**src/rtl/sdctl_seq.sv**
```systemverilog
module sdctl_seq #(
  parameter int REFS = 2
) (
  input  logic        clk,
  input  logic        rst_n,
  input  logic        reg_wr,
  input  logic [15:0] reg_wdata,
  output logic [15:0] reg_rdata,
  input  logic        acc_req,
  input  logic        acc_wr,
  input  logic        acc_first,
  output logic        acc_stall,
  output logic        rd_wait,
  output logic        cmd_pre,
  output logic        cmd_ref,
  output logic        cmd_mrs,
  input  logic        cmd_ack,
  output logic        sr_enter_req,
  output logic        sr_exit_req,
  input  logic        pd_ack,
  output logic        rd_pipe_en,
  output logic        clk_inv,
  output logic [1:0]  max_col_sel,
  output logic [2:0]  bank_sel,
  output logic        cfg_err
);
  localparam int CW = $clog2(REFS + 1);

  typedef enum logic [1:0] {I_IDLE, I_PRE, I_REF, I_MRS} init_st_t;
  typedef enum logic [1:0] {S_AWAKE, S_ENTER, S_ASLEEP, S_EXIT} slp_st_t;

  init_st_t ist;
  slp_st_t  sst;
  logic [CW-1:0] rcnt;
  logic [1:0] mcol;
  logic [2:0] bank;
  logic gsl, rreg, inv, init_en, act, err;

  logic wr_bad;
  assign wr_bad = (reg_wdata[4] & reg_wdata[3]) |
                  (reg_wdata[10:8] == 3'b000) |
                  (reg_wdata[10:8] == 3'b110) |
                  (reg_wdata[10:8] == 3'b111);

  always_ff @(posedge clk) begin
    if (!rst_n) begin
      ist <= I_IDLE;
      sst <= S_AWAKE;
      rcnt <= '0;
      mcol <= '0;
      bank <= '0;
      gsl <= 1'b0;
      rreg <= 1'b0;
      inv <= 1'b0;
      init_en <= 1'b0;
      act <= 1'b0;
      err <= 1'b0;
    end else begin
      case (ist)
        I_IDLE:
          if (init_en && !act && sst == S_AWAKE && acc_req && acc_wr)
            ist <= I_PRE;
        I_PRE:
          if (cmd_ack) begin
            ist <= I_REF;
            rcnt <= '0;
          end
        I_REF:
          if (cmd_ack) begin
            if (rcnt == CW'(REFS - 1)) ist <= I_MRS;
            else rcnt <= rcnt + 1'b1;
          end
        I_MRS:
          if (cmd_ack) begin
            ist <= I_IDLE;
            act <= 1'b1;
          end
        default: ist <= I_IDLE;
      endcase

      case (sst)
        S_AWAKE:  if (gsl && ist == I_IDLE) sst <= S_ENTER;
        S_ENTER:  if (pd_ack) sst <= S_ASLEEP;
        S_ASLEEP: if (!gsl) sst <= S_EXIT;
        S_EXIT:   if (pd_ack) sst <= S_AWAKE;
        default:  sst <= S_AWAKE;
      endcase

      if (reg_wr) begin
        mcol <= reg_wdata[14:13];
        bank <= reg_wdata[10:8];
        gsl <= reg_wdata[7];
        rreg <= reg_wdata[4];
        inv <= reg_wdata[3];
        init_en <= reg_wdata[0];
        act <= 1'b0;
        if (wr_bad) err <= 1'b1;
      end
    end
  end

  logic sleep_st;
  assign sleep_st = (sst == S_ASLEEP) | (sst == S_EXIT);

  assign reg_rdata = {1'b0, mcol, 2'b00, bank, gsl, 2'b00, rreg, inv,
                      sleep_st, act, init_en};

  assign cmd_pre = (ist == I_PRE);
  assign cmd_ref = (ist == I_REF);
  assign cmd_mrs = (ist == I_MRS);
  assign sr_enter_req = (sst == S_ENTER);
  assign sr_exit_req  = (sst == S_EXIT);
  assign acc_stall = (ist != I_IDLE) | (sst != S_AWAKE);

  assign rd_pipe_en = rreg;
  assign clk_inv = inv & ~rreg;
  assign rd_wait = acc_req & ~acc_wr & acc_first & rreg;
  assign max_col_sel = mcol;
  assign bank_sel = bank;
  assign cfg_err = err;
endmodule


```
**config.mk**
```make
export PLATFORM = sky130hd
export DESIGN_NAME = sdctl_seq
export DESIGN_NICKNAME = d
export VERILOG_FILES = /design/src/rtl/sdctl_seq.sv
export SDC_FILE = /design/constraint.sdc
export NUM_CORES = 1
export LEC_CHECK = 0
export BUFFER_PORTS_ARGS = -buffer_cell sky130_fd_sc_hd__buf_2
export CAP_MARGIN = 20
export CORE_MARGIN = 2
export CORE_UTILIZATION = 30
export CTS_CLUSTER_SIZE = 12
export DETAILED_ROUTE_END_ITERATION = 12
export GPL_TIMING_DRIVEN = 1
export PLACE_DENSITY_LB_ADDON = 0.12
export SETUP_SLACK_MARGIN = 0.2
export SLEW_MARGIN = 0
export SYNTH_ARGS = -nofsm -noshare
export SYNTH_HDL_FRONTEND = slang
export SYNTH_SLANG_ARGS = --single-unit
```
**constraint.sdc**
```tcl
create_clock -name clk -period 1.9 [get_ports clk]
set_clock_uncertainty 0.1 [all_clocks]
set_input_delay 0.19 -clock clk [delete_from_list [all_inputs] [get_ports clk]]
set_output_delay 0.19 -clock clk [all_outputs]
set_load 0.03 [all_outputs]
```
Word level (Yosys, flattened, before mapping)
Index checks and enable logic that the tools add are counted.
Word-level totals
  bits in latches: 0
  flip-flop bits (word level): 17
  output and inout port bits: 31
  memories: 0
  input bits: 24
  memory bits (writable): 0
  ROM bits: 0
Cells by class
  muxes and demuxes: 14
  bitwise operators: 13
  multiply operators: 0
  reduce and logical (&&, ||, !) cells: 18
  $add $sub $neg: 1
  equal/unequal tests: 19
  magnitude comparators: 0
  div/mod/pow operators: 0
  shift-type cells: 0
Operators with widths (number)
  2-to-1 mux 2 bit: 11
  case mux 2 bit (4 select lines): 2
  != test 2 x 1 -> 1 bit, second input constant: 7
  equality test 2 bit, second input constant: 4
  AND reduction 4 bit: 2
  equality test 2 x 1 -> 1 bit, second input constant: 3
  equality test 3 bit, second input constant: 2
  != test 2 bit, second input constant: 3
  nonzero test 2 bit: 3
  AND 1 bit: 5
  logical AND 1 bit: 5
  bitwise OR 1 bit: 5
  AND reduction 5 bit: 1
  zero test 2 bit: 2
  case mux 2 bit (2 select lines): 1
  AND reduction 2 bit: 2
  zero test 3 bit: 1
  NOT 1 bit: 3
  adder 2 x 1 -> 2 bit, second input constant: 1
  OR reduction 2 bit: 1
  zero test 1 bit: 1

Logic depth before layout (Yosys ltp)
Gate-level depths: netlist (run 1).
  word-level depth: 7
  mapped depth: 6
  depth with buffers taken out: 6

Least setup slack after synthesis (run 1)
OpenSTA, ideal clock, no wires.
  path kind: flip-flop to flip-flop
  start: register sst[1]
  end: register sst[1]
  period minus slack after synthesis: 1.613 ns
  buffers on the path: 0
  slack: 0.287 ns
  arrival time: 1.397 ns
  data required time: 1.684 ns
  stages on the path, launching flop included: 7
  setup time: 0.116 ns
  cells stage by stage: dfxtp_1 -> inv_1 -> ha_1 -> o21ba_1 -> a221oi_2 -> mux2i_1 -> nor2b_1
On the way
  longest elaborated chain between the ends: 3
  elaborated cells between the ends (all ways): 10
  those cells by class: 7 x eq/ne; 1 x mux; 2 x reduce/logical
Ends and longest elaborated chain
  start: declaration: RTL line 33  | slp_st_t sst;
  start signal: assignment: RTL line 48  | sst <= S_AWAKE;
  start signal: assignment: RTL line 82  | S_AWAKE: if (gsl && ist == I_IDLE) sst <= S_ENTER;
  start signal: assignment: RTL line 83  | S_ENTER: if (pd_ack) sst <= S_ASLEEP;
  equality test 2 x 1 -> 1 bit (*)
  named net sr_enter_req: RTL line 18  | output logic sr_enter_req,
  != test 2 x 1 -> 1 bit (no line)
  AND reduction 4 bit (no line)
Mark *: on every way through the listed nets, which the timed path passes. The rest lies on a longest branch.
A chain may end at the register's enable or synchronous reset.

Final worst setup path (run 1)
  start: register ist[0]
  end: output port acc_stall
On the way
  longest elaborated chain between the ends: 2
Ends and longest elaborated chain
  start: declaration: RTL line 32  | init_st_t ist;
  start signal: assignment: RTL line 47  | ist <= I_IDLE;
  start signal: assignment: RTL line 62  | ist <= I_PRE;
  start signal: assignment: RTL line 65  | ist <= I_REF;
  nonzero test 2 bit: RTL line 113  | assign acc_stall = (ist != I_IDLE) | (sst != S_AWAKE);
  bitwise OR 1 bit: RTL line 113
  end: declaration: RTL line 12  | output logic acc_stall,
No other way between the ends.

==> results of run 1 <==
[logic make-up after synthesis]
kind of cell	after synthesis	share of synthesized area
buffers and inverters	24	0.1502
multiplexers	12	0.1182
flip-flops	17	0.3350
AO/OA/AOI/OAI	14	0.09852
other	1	0.003691
adder cells (fa/ha/maj)	10	0.1232
AND/OR/NAND/NOR	32	0.1712
[power by group through the flow]
stage / logic [mW] / clock network [mW] / registers (mW)
floorplan: 0.420 / 0 / 0.454
global placement: 0.517 / 0 / 0.441
detailed placement: 0.527 / 0 / 0.445
CTS: 0.527 / 0.207 / 0.440
global route: 0.577 / 0.226 / 0.446
finish: 0.522 / 0.197 / 0.439
[worst max-delay path, cell delays in order (launching register included)]
cell	delay (ps)
dfxtp_1	400
inv_1	100
ha_1	250
nand2_1	80
buf_2	190
[sequential cells by signal, summed over array words and instances (netlist names)]
register,flops
gsl,1
sst,2
act,1
rcnt,2
bank_sel,3
cfg_err,1
max_col_sel,2
inv,1
init_en,1
rd_pipe_en,1
ist,2
[cell usage in the layout, fill, tap and decap left out]
master    count
dfxtp_2       1
a221o_1       1
conb_1        5
nand2b_1      1
mux2i_1      12
a22oi_1       2
buf_2        42
nand2_1       9
o21ai_1       4
inv_1         5
and4b_1       1
o31ai_1       1
o21ba_1       1
a221oi_2      1
nor2_1        3
o21ai_0       1
ha_1          9
clkbuf_4      3
o211ai_1      1
or2_1         1
nand4_1       1
nor3b_1       1
nor3_1        1
dfxtp_1      16
clkbuf_1      1
a21oi_1       2
nor2b_1      14
ha_2          1
[cells in the mapped netlist (all sizes together)]
| cell type | instances |
|---|---|
| a21oi | 2 |
| a221o | 1 |
| a221oi | 1 |
| a22oi | 2 |
| and4b | 1 |
| buf | 18 |
| clkbuf | 1 |
| conb | 1 |
| dfxtp | 17 |
| ha | 10 |
| inv | 5 |
| mux2i | 12 |
| nand2 | 9 |
| nand2b | 1 |
| nand4 | 1 |
| nor2 | 3 |
| nor2b | 14 |
| nor3 | 1 |
| nor3b | 1 |
| o211ai | 1 |
| o21ai | 5 |
| o21ba | 1 |
| o31ai | 1 |
| or2 | 1 |
[worst min path at each step]
stage                       start                     endpoint  slack [ps]
finish              reg_wdata[14]  max_col_sel[1]$_SDFFE_PN0P_          50
global placement    reg_wdata[13]  max_col_sel[0]$_SDFFE_PN0P_         350
global route        reg_wdata[14]  max_col_sel[1]$_SDFFE_PN0P_          50
detailed placement  reg_wdata[14]  max_col_sel[1]$_SDFFE_PN0P_         360
floorplan            reg_wdata[8]     bank_sel[0]$_SDFFE_PN0P_         260
CTS                 reg_wdata[14]  max_col_sel[1]$_SDFFE_PN0P_          50
[timing repair]
item	CTS	global route
resized for setup	1	1
endpoints found under the setup margin	1	1
hold endpoints to repair	0	0
[layer usage]
layer  GRT usage  vias to the layer above  share of wire  routed length [µm]
met5           0                        -              0                   0
met4     0.04167                        0         0.0061                  12
met3     0.02899                        2          0.065                 128
met2      0.1861                       25           0.47                 927
met1      0.1292                      367           0.46                 899
li1            -                      409              -                   -
[layout make-up]
class	instances	area, µm²
inverter	5	18.77
tap	46	57.56
sequential	17	341.6
multi-input combinational	73	540.5
clock buffer	4	26.28
fill	355	2090
timing repair buffer	42	210.2
==> impl_metrics.yaml, run 1 <==
run_status:
  run_status: "finished clean"
placement:
  place_congestion: 0.7728
  hpwl_um: 1559
  port_buffers: 42
  place_area_mm2: 0.001165
  post-place-ws_ps: 360.2
  dp.cells: 183
yosys:
  ys_top_cells_by_area: "dfxtp_1 33%, ha_1 12%, mux2i_1 12%, buf_4 12%, nor2b_1 8.6%"
  yosys_warnings: 0
  synth_cell_types: 26
  synth_top_area_share: 0.3350
  synth_cells: 110
  yosysSeqAreaShare: 0.3350
  syn_area_mm2: 0.001016
  synth_top_cell_by_area: "dfxtp_1"
  ys_ff_latch: 17
  postSynthAreaPerCell_um2: 9.236
global_route:
  grt_pass1_wl_um: 3443
  grt.total_usage: 0.1084
  antenna_found_initial: 0
  grt_max_degree: 20
  grt_pass1_vias: 758
  grt_overflow_total: 0
layout:
  num-nets-final: 176
  drive_gt1_frac: 0.3404
  diodes: 0
  fin_cells: 187
  fin_area_mm2: 0.001195
  syn2layout_area_growth_pct: 17.61
  final_core_utilization: 0.3638
sta:
  max_freq_mhz: 620.6
  setup_viol: 0
  post-route-period-util: 0.8480
  whs_ps: 54.37
  fin_crit_ps: 1611
  hold_viol_final: 0
  finalSetupTns_ps: 0
  setup_slack_ps: 288.8
  final_max_slew_viol_count: 0
  rsz0062_at_grt: "no"
worst_hold_path:
  hold_path.class: "input port to flop"
  hold_path_depth: 3
route:
  firstDrtPassIters: 2
  drt_iter0_markers: 16
  wl_um: 1967
  num_vias: 803
  vias_per_cell: 4.294
  route.detailed.drc: 0
  wire_per_inst_um: 10.52
  final_antenna_net_count: 0
clock_network:
  post-cts-setup-buffer-count: 0
  path_clk_slew_ps: 100
  cts_tree: "built"
  cts_hold_buf: 0
  insertion_delay_ps: 280
  numCtsBuffers: 3
  cts_num_sinks: 17
  cts_root_buffer: "clkbuf_4"
  cts_max_level: 1
  clk_path_buf_depth: 2
die:
  io_pins: 55
  die_w_um: 62.20
  core_area_mm2: 0.003284
  die_h_um: 62.20
  fp-row-count: 21
  initial_core_util: 0.3093
  dieArea_mm2: 0.003868
power:
  p_per_area_mw_per_mm2: 969.0
  comb_power_share: 0.451
  p_switching_mw: 0.4889
  fin_total_pwr_mw: 1.158
  peakVddDrop_uv: 280.8
  intPower_mw: 0.6690
  pwr-share-clk: 0.170
  p_leak_nw: 0.6085
  swShare: 0.4222
  seqPwrFrac: 0.379
critical_path:
  endpoint: "acc_stall"
  r2r_start: "sst[1]$_SDFFE_PN0P_"
  crit_fanout: 4
  reg2reg_depth: 6
  cp-end-kind: "output pin"
  crit_type: "flop to output pin"
  cp_data_required_time_ps: 1610
  worstPathArrival_ps: 1320
  reg2reg_slack_ps: 350
  cp-start-kind: "flop"
  timing.rr.end: "sst[1]$_SDFFE_PN0P_"
  crit_start: "ist[0]$_SDFFE_PN0P_"
job:
  maxCapViolations: 0
Power figures use the tool's default switching activity.
==> run 2: changes to the inputs <==
Settings changed: ABC_AREA set to 1.
Clock period 1.9 ns to 1.34 ns, I/O delays scaled along.
==> impl_metrics.yaml, run 2 <==
route:
  drt_iter0_markers: 19
  top_layer_used: "met4"
  route.met2.wl_um: 1141
  num_vias: 1017
  firstDrtPassIters: 4
  route.detailed.drc: 0
  wire_per_inst_um: 9.870
  m1WireLength_um: 1030
  vias_per_cell: 4.273
  wl_um: 2349
  wl_met3_um: 123
  final_antenna_net_count: 0
critical_path:
  crit_start: "sst[1]$_SDFFE_PN0P_"
  crit_family: "flip-flops"
  worstPathArrival_ps: 1240
  crit_type: "flop to output pin"
  cp-end-kind: "output pin"
  cp-start-kind: "flop"
  cp_cell_sequence: "ha_2 -> or2_4 -> buf_6"
  cpMaxStageDelayCell: "dfxtp_4"
  crit_fanout: 3
  r2r_start: "ist[0]$_SDFFE_PN0P_"
  slowest_delay_ps: 380
  cp_data_required_time_ps: 1110
  crit_buf_inv: 1
  reg2reg_slack_ps: -10
power:
  p_leak_nw: 0.7625
  p_per_area_mw_per_mm2: 1529
  fin_total_pwr_mw: 2.424
  peakVddDrop_uv: 498.3
job:
  maxCapViolations: 0
die:
  die_w_um: 62.23
  io_pins: 55
  core_area_mm2: 0.003284
  initial_core_util: 0.3097
  fp-row-count: 21
  die_h_um: 62.23
  dieArea_mm2: 0.003873
clock_network:
  numCtsBuffers: 3
  cts_max_level: 1
  path_clk_slew_ps: 100
  cts_tree: "built"
  clk_path_buf_depth: 2
  cts_root_buffer: "clkbuf_4"
  cts_num_sinks: 17
  insertion_delay_ps: 300
yosys:
  syn_area_mm2: 0.001017
  yosys_warnings: 0
  synth_ff_type: "dfxtp_1"
  ys_top_cells_by_area: "dfxtp_1 33%, buf_4 13%, ha_1 12%, nor2_1 9.2%, nand2_1 8.1%"
  yosysMostFrequentCell: "nor2_1"
  synth_edf_count: 0
  ys_top_cells_by_count: "25 x nor2_1, 22 x nand2_1, 17 x buf_4, 17 x dfxtp_1, 16 x inv_1"
  synth_top_cell_by_area: "dfxtp_1"
  ys_ff_latch: 17
  postSynthAreaPerCell_um2: 7.113
  synth_cells: 143
  synth_top_area_share: 0.3346
  yosysSeqAreaShare: 0.3346
  synth_cell_types: 19
  synth-async-reset-ratio: 0
layout:
  syn2layout_area_growth_pct: 55.84
  final_common_cell: "buf_2"
  final_core_utilization: 0.4827
  num-nets-final: 227
  drive_gt1_frac: 0.4792
  fin_area_mm2: 0.001585
  nFillCells: 336
  final_cell_mix: "29 x buf_2, 24 x nor2_1, 17 x nand2_1, 14 x buf_6, 10 x inv_1"
  largest_reg_flops: 3
  diodes: 0
sta:
  max_freq_mhz: 676.4
  rsz0062_at_grt: "yes"
  final_max_slew_viol_count: 0
  post-route-period-util: 1.103
  setup_slack_ps: -138.4
  hold_viol_final: 0
  fin_crit_ps: 1478
  setup_viol: 4
global_route:
  grt_pass1_vias: 983
  grt.total_usage: 0.1288
  grt_pass1_wl_um: 4084
  grt_max_degree: 15
  grt_overflow_total: 0
  antenna_found_initial: 0
worst_hold_path:
  hold_path.class: "input port to flop"
  hp-start: "reg_wdata[9]"
run_status:
  run_status: "finished with violations"
  failed_checks: "negative setup slack"
placement:
  port_buffers: 42
  place_area_mm2: 0.001252
  hpwl_um: 1712
  place_congestion: 0.6955
run 2: path summary, 6_finish.rpt:
path | to | cells after the start
worst max register to register | ist[1]$_SDFFE_PN0P_ | 9
worst min register to register | rcnt[1]$_SDFFE_PN0P_ | 2
worst min-delay path | bank_sel[1]$_SDFFE_PN0P_ | 3
worst max-delay path | reg_rdata[2] | 3
run 2: kinds of logic (layout without fill, tap and decap cells):
kind of cell    count (synthesis)  in the layout  share of synthesized area
compound gates                 22             22                     0.1132
fa+ha+maj                      10             10                     0.1230
buf+inv                        35             80                     0.1931
flops                          17             17                     0.3346
other cells                     1              5                   0.003686
simple gates                   58             58                     0.2325
run 2: per-stage QoR:
stage / cells / setup TNS, ps / setup WS (ps) / hold WS (ps)
final: 238 / -254.4 / -138.4 / 13.52
after global routing: 238 / -790.7 / -161.6 / 28.07
after detailed placement: 218 / -12.61 / -10.58 / 260.4
after floorplan: 147 / 0 / 61.78 / 168.9
after CTS: 236 / -309.8 / -140.4 / 6.838
after global placement: 218 / -8.977 / -6.640 / 256.0
run 2: area by class of cell:
type | count | area, µm² | share of cell area
multi-input combinational | 95 | 623.1 | 0.3931
timing repair buffer | 59 | 440.4 | 0.2778
sequential | 17 | 364.1 | 0.2297
inverter | 17 | 73.82 | 0.04657
tap | 46 | 57.56 | 0.03631
clock buffer | 4 | 26.28 | 0.01657
run 2: metal layers:
metal | up-vias | track usage
met3 | 5 | 0.01993
met5 | - | 0
met4 | 0 | 0.06667
li1 | 525 | -
met1 | 453 | 0.1440
met2 | 34 | 0.2351
run 2: worst min-delay path: cells and delay by family:
family                 cells  cell delay (ps)
AOI/OAI and AO/OA          1               60
and+or+nand+nor            1               60
buffers and inverters      1              110
run 2: where the power goes:
group | internal [mW] | switching, mW | total (mW) | leakage, nW
clock | 0.116 | 0.165 | 0.281 | 0.0150
sequential | 0.608 | 0.0967 | 0.705 | 0.145
combinational | 0.637 | 0.801 | 1.44 | 0.603
total | 1.36 | 1.06 | 2.42 | 0.763
run 2: repair_timing:
action	in CTS	in global routing
setup endpoints to repair	18	21
endpoints found under the hold margin	7	0
hold buffers	7	0
buffers inserted	7	2
pin swaps	5	10
gates resized for setup	44	16
